**src/rtl/wdr_pkg.sv**
```systemverilog
package wdr_pkg;

    localparam int FLD_W = 3;

    localparam logic [FLD_W-1:0] MODE_NONE = 3'b000;
    localparam logic [FLD_W-1:0] MODE_LRST = 3'b010;
    localparam logic [FLD_W-1:0] MODE_NMI  = 3'b011;
    localparam logic [FLD_W-1:0] MODE_SEQ  = 3'b100;

    localparam int B_LOCK   = 0;
    localparam int B_MODE   = 1;
    localparam int B_STAT   = 4;
    localparam int B_DLY    = 5;
    localparam int B_CLR    = 9;

    typedef struct packed {
        logic [FLD_W-1:0] mode;
        logic [FLD_W-1:0] dly;
        logic             stat;
        logic             lock;
    } cfg_t;

    localparam cfg_t CFG_RST = '{mode: MODE_NONE, dly: 3'b100, stat: 1'b0, lock: 1'b0};

    typedef enum logic [1:0] {
        ACT_NONE,
        ACT_LRST,
        ACT_NMI,
        ACT_SEQ
    } act_e;

endpackage

```
**src/rtl/wdr_cfg_regs.sv**
```systemverilog
module wdr_cfg_regs
    import wdr_pkg::*;
(
    input  logic        clk,
    input  logic        rst_n,
    input  logic        timer_rst,
    input  logic        wr_en,
    input  logic [31:0] wr_data,
    input  logic        evt_seen,
    output cfg_t        cfg,
    output logic [31:0] rd_data
);

    cfg_t cfg_d, cfg_q;

    always_comb begin
        cfg_d = cfg_q;
        // configuration fields are frozen while locked
        if (wr_en && !cfg_q.lock) begin
            cfg_d.mode = wr_data[B_MODE +: FLD_W];
            cfg_d.dly  = wr_data[B_DLY  +: FLD_W];
            cfg_d.lock = wr_data[B_LOCK];
        end
        // clear works regardless of lock; a same-cycle event wins
        if (wr_en && wr_data[B_CLR]) begin
            cfg_d.stat = 1'b0;
        end
        if (evt_seen) begin
            cfg_d.stat = 1'b1;
        end
        if (timer_rst) begin
            cfg_d = CFG_RST;
        end
    end

    always_ff @(posedge clk or negedge rst_n) begin
        if (!rst_n) begin
            cfg_q <= CFG_RST;
        end else begin
            cfg_q <= cfg_d;
        end
    end

    always_comb begin
        rd_data                    = '0;
        rd_data[B_LOCK]            = cfg_q.lock;
        rd_data[B_MODE +: FLD_W]   = cfg_q.mode;
        rd_data[B_STAT]            = cfg_q.stat;
        rd_data[B_DLY  +: FLD_W]   = cfg_q.dly;
    end

    assign cfg = cfg_q;

endmodule

```
**src/rtl/wdr_mode_dec.sv**
```systemverilog
module wdr_mode_dec
    import wdr_pkg::*;
(
    input  logic [FLD_W-1:0] mode,
    output act_e             act
);

    always_comb begin
        case (mode)
            MODE_LRST: act = ACT_LRST;
            MODE_NMI:  act = ACT_NMI;
            MODE_SEQ:  act = ACT_SEQ;
            default:   act = ACT_NONE;   // off and all reserved codes
        endcase
    end

endmodule

```
**src/rtl/wdr_delay_seq.sv**
```systemverilog
module wdr_delay_seq #(
    parameter int BASE_LOG2 = 8,
    parameter int DLY_W     = 3
) (
    input  logic             clk,
    input  logic             rst_n,
    input  logic             timer_rst,
    input  logic             start,
    input  logic [DLY_W-1:0] code,
    input  logic             tick_en,
    output logic             busy,
    output logic             done
);

    localparam int CNT_W = BASE_LOG2 + (1 << DLY_W);
    localparam int SH_W  = $clog2(CNT_W + 1);
    localparam logic [CNT_W-1:0] ONE = CNT_W'(1);

    typedef struct packed {
        logic             busy;
        logic [DLY_W-1:0] code;
        logic [CNT_W-1:0] cnt;
    } seq_t;

    seq_t st_d, st_q;
    logic [CNT_W-1:0] last_cnt;

    always_comb begin
        last_cnt = (ONE << (SH_W'(BASE_LOG2) + SH_W'(st_q.code))) - ONE;
        done     = st_q.busy && tick_en && (st_q.cnt == last_cnt) && !timer_rst;

        st_d = st_q;
        if (st_q.busy) begin
            if (tick_en) begin
                if (st_q.cnt == last_cnt) begin
                    st_d.busy = 1'b0;
                    st_d.cnt  = '0;
                end else begin
                    st_d.cnt = st_q.cnt + ONE;
                end
            end
        end else if (start) begin
            st_d.busy = 1'b1;
            st_d.cnt  = '0;
            st_d.code = code;
        end
        if (timer_rst) begin
            st_d = '0;
        end
    end

    always_ff @(posedge clk or negedge rst_n) begin
        if (!rst_n) begin
            st_q <= '0;
        end else begin
            st_q <= st_d;
        end
    end

    assign busy = st_q.busy;

endmodule

```
**src/rtl/wdr_router.sv**
```systemverilog
module wdr_router
    import wdr_pkg::*;
#(
    parameter int BASE_LOG2 = 8
) (
    input  logic        clk,
    input  logic        rst_n,
    input  logic        timer_rst,
    input  logic        wr_en,
    input  logic [31:0] wr_data,
    output logic [31:0] rd_data,
    input  logic        wd_event,
    input  logic        tick_en,
    output logic        nmi_pulse,
    output logic        lrst_pulse
);

    typedef struct packed {
        logic nmi;
        logic lrst;
    } out_t;

    cfg_t cfg;
    act_e act;
    logic seq_busy;
    logic seq_done;
    logic accept;
    out_t out_d, out_q;

    wdr_cfg_regs u_regs (
        .clk       (clk),
        .rst_n     (rst_n),
        .timer_rst (timer_rst),
        .wr_en     (wr_en),
        .wr_data   (wr_data),
        .evt_seen  (wd_event),
        .cfg       (cfg),
        .rd_data   (rd_data)
    );

    wdr_mode_dec u_dec (
        .mode (cfg.mode),
        .act  (act)
    );

    // an event is acted on only when no delayed reset is pending
    assign accept = wd_event && !timer_rst && !seq_busy;

    wdr_delay_seq #(
        .BASE_LOG2 (BASE_LOG2),
        .DLY_W     (FLD_W)
    ) u_seq (
        .clk       (clk),
        .rst_n     (rst_n),
        .timer_rst (timer_rst),
        .start     (accept && (act == ACT_SEQ)),
        .code      (cfg.dly),
        .tick_en   (tick_en),
        .busy      (seq_busy),
        .done      (seq_done)
    );

    always_comb begin
        out_d.nmi  = accept && ((act == ACT_NMI) || (act == ACT_SEQ));
        out_d.lrst = !timer_rst && (seq_done || (accept && (act == ACT_LRST)));
    end

    always_ff @(posedge clk or negedge rst_n) begin
        if (!rst_n) begin
            out_q <= '0;
        end else begin
            out_q <= out_d;
        end
    end

    assign nmi_pulse  = out_q.nmi;
    assign lrst_pulse = out_q.lrst;

endmodule

```
**config.mk**
```make
export PLATFORM = sky130hd
export DESIGN_NAME = wdr_router
export DESIGN_NICKNAME = d
export VERILOG_FILES = /design/src/rtl/wdr_pkg.sv /design/src/rtl/wdr_cfg_regs.sv /design/src/rtl/wdr_mode_dec.sv /design/src/rtl/wdr_delay_seq.sv /design/src/rtl/wdr_router.sv
export SDC_FILE = /design/constraint.sdc
export NUM_CORES = 1
export LEC_CHECK = 0
export BUFFER_PORTS_ARGS = -buffer_cell sky130_fd_sc_hd__clkbuf_2
export CAP_MARGIN = 20
export CORE_ASPECT_RATIO = 0.75
export CORE_MARGIN = 1.5
export CORE_UTILIZATION = 55
export CTS_BUF_LIST = sky130_fd_sc_hd__clkbuf_8
export DETAILED_ROUTE_END_ITERATION = 16
export MAX_ROUTING_LAYER = met4
export PLACE_DENSITY = 0.95
export SLEW_MARGIN = 20
export SYNTH_ARGS = -nofsm -noshare
export SYNTH_HDL_FRONTEND = slang
export SYNTH_SLANG_ARGS = --single-unit
export TNS_END_PERCENT = 10
```
**constraint.sdc**
```tcl
create_clock -name clk -period 4.45 [get_ports clk]
set_clock_uncertainty 0.1 [all_clocks]
set_input_delay 1.1125 -clock clk [delete_from_list [all_inputs] [get_ports clk]]
set_output_delay 1.1125 -clock clk [all_outputs]
set_load 0.005 [all_outputs]
```
**Word level (Yosys, flattened, before mapping)**

Cells that the tools add are included.

- Register bits after elaboration: 30
- Latch bits: 0
- Bits in writable memories: 0
- ROM bits: 0
- Bits of input ports: 38
- Output and inout port bits: 34
- Logic and storage cells: 59
- Memories: 0

- Add/sub/neg operators: 3
- $mul: 0
- Div/mod/pow operators: 0
- $lt $le $gt $ge: 0
- Eq/ne operators: 9
- Shifts and indexed selects: 1
- Muxes and demuxes: 15
- Bitwise operators: 0
- Reductions and logical operators: 22

Operators with widths:

| kind | count |
|---|---|
| two-way mux 16 bit | 3 |
| two-way mux 20 bit | 2 |
| adder 16 x 1 -> 16 bit (second input constant) | 1 |
| equality test 16 bit | 1 |
| left shift 1 x 5 -> 16 bit (first input constant) | 1 |
| subtractor 16 x 1 -> 16 bit (second input constant) | 1 |
| logical AND 1 bit | 11 |
| two-way mux 8 bit | 1 |
| equality test 3 x 2 -> 1 bit (second input constant) | 2 |
| two-way mux 1 bit | 6 |
| two-way mux 6 bit | 1 |
| case mux 2 bit (3 select lines) | 1 |
| nonzero test 3 bit | 2 |
| adder 4 x 3 -> 5 bit (first input constant) | 1 |
| equality test 2 bit (second input constant) | 2 |
| AND reduction 2 bit | 2 |
| nonzero test 2 bit | 2 |
| equality test 3 bit (second input constant) | 1 |
| logical NOT 1 bit | 3 |
| two-way mux 3 bit | 1 |
| != test 3 bit (second input constant) | 1 |
| equality test 2 x 1 -> 1 bit (second input constant) | 1 |
| logical OR 1 bit | 2 |
| != test 2 bit (second input constant) | 1 |

**Longest topological paths before layout**

- Depth after elaboration: 8
- Depth in mapped cells: 12
- Mapped depth without buffers: 9

**Hierarchy**

From an unflattened synthesis, not the netlist that was laid out.

- Cell total of the unflattened synthesis: 255
- Area total of the unflattened synthesis: 2182.1 sq um

By module, submodules not included:

| module | instances | cells each | area an instance (sq um) | seq. area each (sq um) |
|---|---|---|---|---|
| wdr_delay_seq | 1 | 177 | 1448.9 | 500.5 |
| wdr_cfg_regs | 1 | 66 | 615.6 | 201.4 |
| wdr_router | 1 | 7 | 88.8 | 50.0 |
| wdr_mode_dec | 1 | 5 | 28.8 | 0.0 |

**Least setup slack after synthesis**

No wires, ideal clock.

- Kind: reg2reg
- Start: register u_seq.st_q[16] in the netlist's numbering
- End: register u_seq.st_q[4] in the netlist's numbering
- Library setup time: 95 ps
- Data arrival time: 2246 ps
- Required time: 4255 ps
- Slack: 2009 ps
- Stages on the path, launching flop included: 12
- Path buffers: 3
- Clock period less this slack: 2441 ps
- Path through: dfrtp_1 > buf_2 > or3_1 > ha_1 > buf_2 > or3b_2 > a21oi_1 > a211o_1 > a31oi_2 > buf_6 > nand2_1 > o31ai_1

- Longest elaborated chain between the ends: 8

Ends and longest elaborated chain:

| what | line | text |
|---|---|---|
| start: declaration | wdr_delay_seq.sv:25 | `seq_t st_d, st_q;` |
| start signal: assignment | wdr_delay_seq.sv:56 | `st_q <= st_d;` |
| adder 4 x 3 -> 5 bit | wdr_delay_seq.sv:29 | `last_cnt = (ONE << (SH_W'(BASE_LOG2) + SH_W'(st_q.code))) - ONE;` |
| left shift 1 x 5 -> 16 bit | wdr_delay_seq.sv:29 |  |
| subtractor 16 x 1 -> 16 bit | wdr_delay_seq.sv:29 |  |
| equality test 16 bit | wdr_delay_seq.sv:35 | `if (st_q.cnt == last_cnt) begin` |
| two-way mux 16 bit | wdr_delay_seq.sv:35 |  |
| two-way mux 16 bit | wdr_delay_seq.sv:34 | `if (tick_en) begin` |
| two-way mux 16 bit | wdr_delay_seq.sv:33 | `if (st_q.busy) begin` |
| two-way mux 20 bit | wdr_delay_seq.sv:47 | `if (timer_rst) begin` |

Every way passes these cells. The select of a mux whose other input is x is not followed.
A chain may end at the register's enable or synchronous reset.

**Worst setup path after layout**

- Start: register u_seq.st_q[18] in the netlist's numbering
- End: register u_seq.st_q[11] in the netlist's numbering

Same word-level chain as after synthesis.

==> metrics.md <==
| Metric | Value |
|---|---|
| Status | `finished, final reports clean` |
| Chip height | `54.1 um` |
| PwrDens | `307 mW/mm^2` |
| CP Capture Type | `register` |
| Final nets | `roughly 270` |
| Final min period | `approximately 3300 ps` |
| Main synth FF type | `dfrtp_1` |
| # fillers | `roughly 280` |
| Commonest cells after routing, fill and taps aside | `29 x dfrtp_1, 24 x conb_1, 23 x clkbuf_2, 20 x nor2_1` |
| WL final | `just under 4000 um` |
| Crit Path Max Fanout | `20` |
| Combinational share of power | `0.100` |
| Drt pass-1 iters | `5` |
| VDD IR max | `around 0.25 mV` |
| Post-CTS Resized | `0` |
| Multi-input gate area in the final layout | `a little under 0.001 mm^2` |
| Crit path arrival time | `~3400 ps` |
| Average wire per standard cell | `14.7 um` |
| Final setup vio count | `0` |
| Initial DRC Count | `between 100 and 150` |
| Number of synthesized flops with an enable pin | `0` |
| Synth Register Bits | `30` |
| RSZ-0062 raised after global routing | `false` |
| Setup TNS | `0 ps` |
| Top-Level Pins | `72` |
| Detailed placement HPWL | `roughly 2900 um` |
| Crit path kind | `register to register` |
| Via/cell ratio | `around 5.7` |
| CORE AREA | `roughly 0.0033 mm^2` |
| Static Leak | `0.956 nW` |
| Share of layout cells above drive strength 1 | `0.183` |
| Vias in the first global route | `approximately 1300` |
| Ys async rst share | `1.00` |
| Ys Warns | `0` |
| Hold_ws | `around 420 ps` |
| CP required | `about 4600 ps` |
| Crit share post-route | `0.736` |
| Post-CTS Setup Bufs | `0` |
| Die W | `71.1 um` |
| Sequential Power Share | `0.462` |
| Residual DRC | `0` |
| Switching share of power | `0.248` |
| Pins over their slew limit | `0` |
| Final hold violation count | `0` |
| P&R area growth vs syn | `5.68%` |
| Max frequency | `approximately 310 MHz` |
| Final GP Congestion | `0.780` |
| CP startpoint kind | `register` |
| Port Buffer Count | `23` |
| Clk pwr share | `0.438` |
| Gate Count Post-Synth | `210` |
| Hold Buf Count CTS | `0` |
| Site row count | `18` |
| Root buffer cell | `clkbuf_8` |
| Worst Tran Pin Value | `a little under 1000 ps` |
| Ant diodes | `0` |
| Sequential area share after synthesis | `0.393` |
| Hold Path Class | `register to register` |
| Largest net degree at the start of global routing | `31` |
| CTS H-tree lvls | `2` |
| Slew HR | `0.339` |
| Vias after detailed routing | `1546` |
| Max_cap viols | `0` |
| Clk_lat worst skew | `290 ps` |
| CTS sink count | `30` |
| Initial antenna violation count | `0` |
| Mapped cell area | `about 0.0019 mm^2` |
| Synth cell types | `47` |
| Clock Pin Slew Worst Setup and Hold Paths | `~70 ps` |
| Total GRT Usage | `0.219` |
| Total grt overflow | `0` |
| Antenna-violating nets left | `0` |
| Bufs on Longest Clock Path | `2` |
| CTS tree | `done` |
| Register Area | `about 750 um^2` |
| Internal Power | `between 0.4 and 0.5 mW` |
| Synthesized area per cell | `~9 um^2` |
| Switching power total | `0.154 mW` |
| Die area | `a little under 0.004 mm^2` |
| Most common cell after layout, fill and taps aside | `dfrtp_1` |
| Total CTS buffers | `5` |
| Initial Util | `0.579` |
| First-pass GRT wire length | `around 6000 um` |
-- routing by layer --
layer,global-route usage,part of all wire,vias up
li1,-,-,732
met1,0.277,0.43,755
met2,0.343,0.50,51
met3,0.0655,0.063,8
met4,0.0692,0.014,0
met5,-,0,-
-- state kept, by name (all words and copies together) (netlist names) --
| signal | flops |
|---|---|
| lrst_pulse | 1 |
| nmi_pulse | 1 |
| u_regs.cfg | 8 |
| u_seq.busy | 1 |
| u_seq.st_q | 19 |
-- critical path, stage by stage, from the launching register on --
cell and delay [ps]:
dfrtp_1 510, or3_1 450, ha_1 320, or3b_2 230, a21oi_1 60, a211o_1 300
a31oi_2 810, o21ai_0 210, a31oi_1 210
-- kinds of logic after synthesis --
logic type,after synthesis,synth area share
buf+inv,41,0.143
xor+xnor,8,0.0366
fa+ha+maj,2,0.0131
flops,30,0.393
mux,8,0.0438
other cells,1,0.00196
compound gates,41,0.150
simple gates,79,0.219
-- Yosys cell counts (2+ instances only) --
master	instances	area [um^2]
a21oi_1	4	20.0
buf_4	25	188
ha_1	2	25.0
and3_1	6	37.5
nor3_1	2	10.0
o21ai_1	5	25.0
o211ai_1	2	15.0
and4_1	2	17.5
nand2_1	15	56.3
buf_6	3	33.8
a31oi_1	15	93.8
nand4_1	4	25.0
nor2b_1	6	37.5
xnor2_1	4	35.0
o21ai_0	3	15.0
nand3b_1	2	15.0
nand3_1	10	50.1
nor2_1	20	75.1
buf_2	3	15.0
xor2_1	4	35.0
dfrtp_1	29	726
mux2i_1	5	50.1
clkbuf_1	4	15.0
nand2b_1	4	25.0
inv_1	6	22.5
a211o_1	2	17.5
mux2_2	3	33.8
-- final cells by class --
cell class              count  share of cell area
inverters                   6              0.0111
clock buffers               5              0.0340
repair buffers             23              0.0569
clock inverters             3              0.0198
multi-input cells         162               0.482
well taps                  40              0.0247
flip-flops and latches     30               0.371
-- power groups by stage --
stage | Sequential, mW | Clock [mW] | Combinational, mW
global route | 0.288 | 0.283 | 0.0705
floorplan | 0.290 | 0 | 0.0551
global placement | 0.291 | 0 | 0.0586
CTS | 0.287 | 0.275 | 0.0623
finish | 0.287 | 0.272 | 0.0623
detailed placement | 0.292 | 0 | 0.0616
-- worst paths after layout --
check	endpoint	slack, ps	cells after the start	from
worst max register to register	u_seq.st_q[11]	1180	8	u_seq.st_q[18]
worst min register to register	u_seq.st_q[6]	420	1	u_seq.st_q[6]
worst min-delay path	u_seq.st_q[6]	420	1	u_seq.st_q[6]
min in group asynchronous	u_seq.st_q[7]	770	1	rst_n
max in group asynchronous	u_seq.st_q[0]	3010	1	rst_n
worst max-delay path	u_seq.st_q[11]	1180	8	u_seq.st_q[18]
-- stage by stage --
stage	worst slack (ps)	power [mW]	instances	util	cell area [um^2]
floorplan	2010	0.345	233	-	2000
global route	997	0.642	269	0.611	2020
CTS	1230	0.625	269	0.611	2020
finish	1180	0.622	269	0.611	2020
global placement	1300	0.350	261	0.579	1920
detailed placement	1240	0.353	261	0.579	1920
Note: power is estimated with default switching activity, not from simulation.
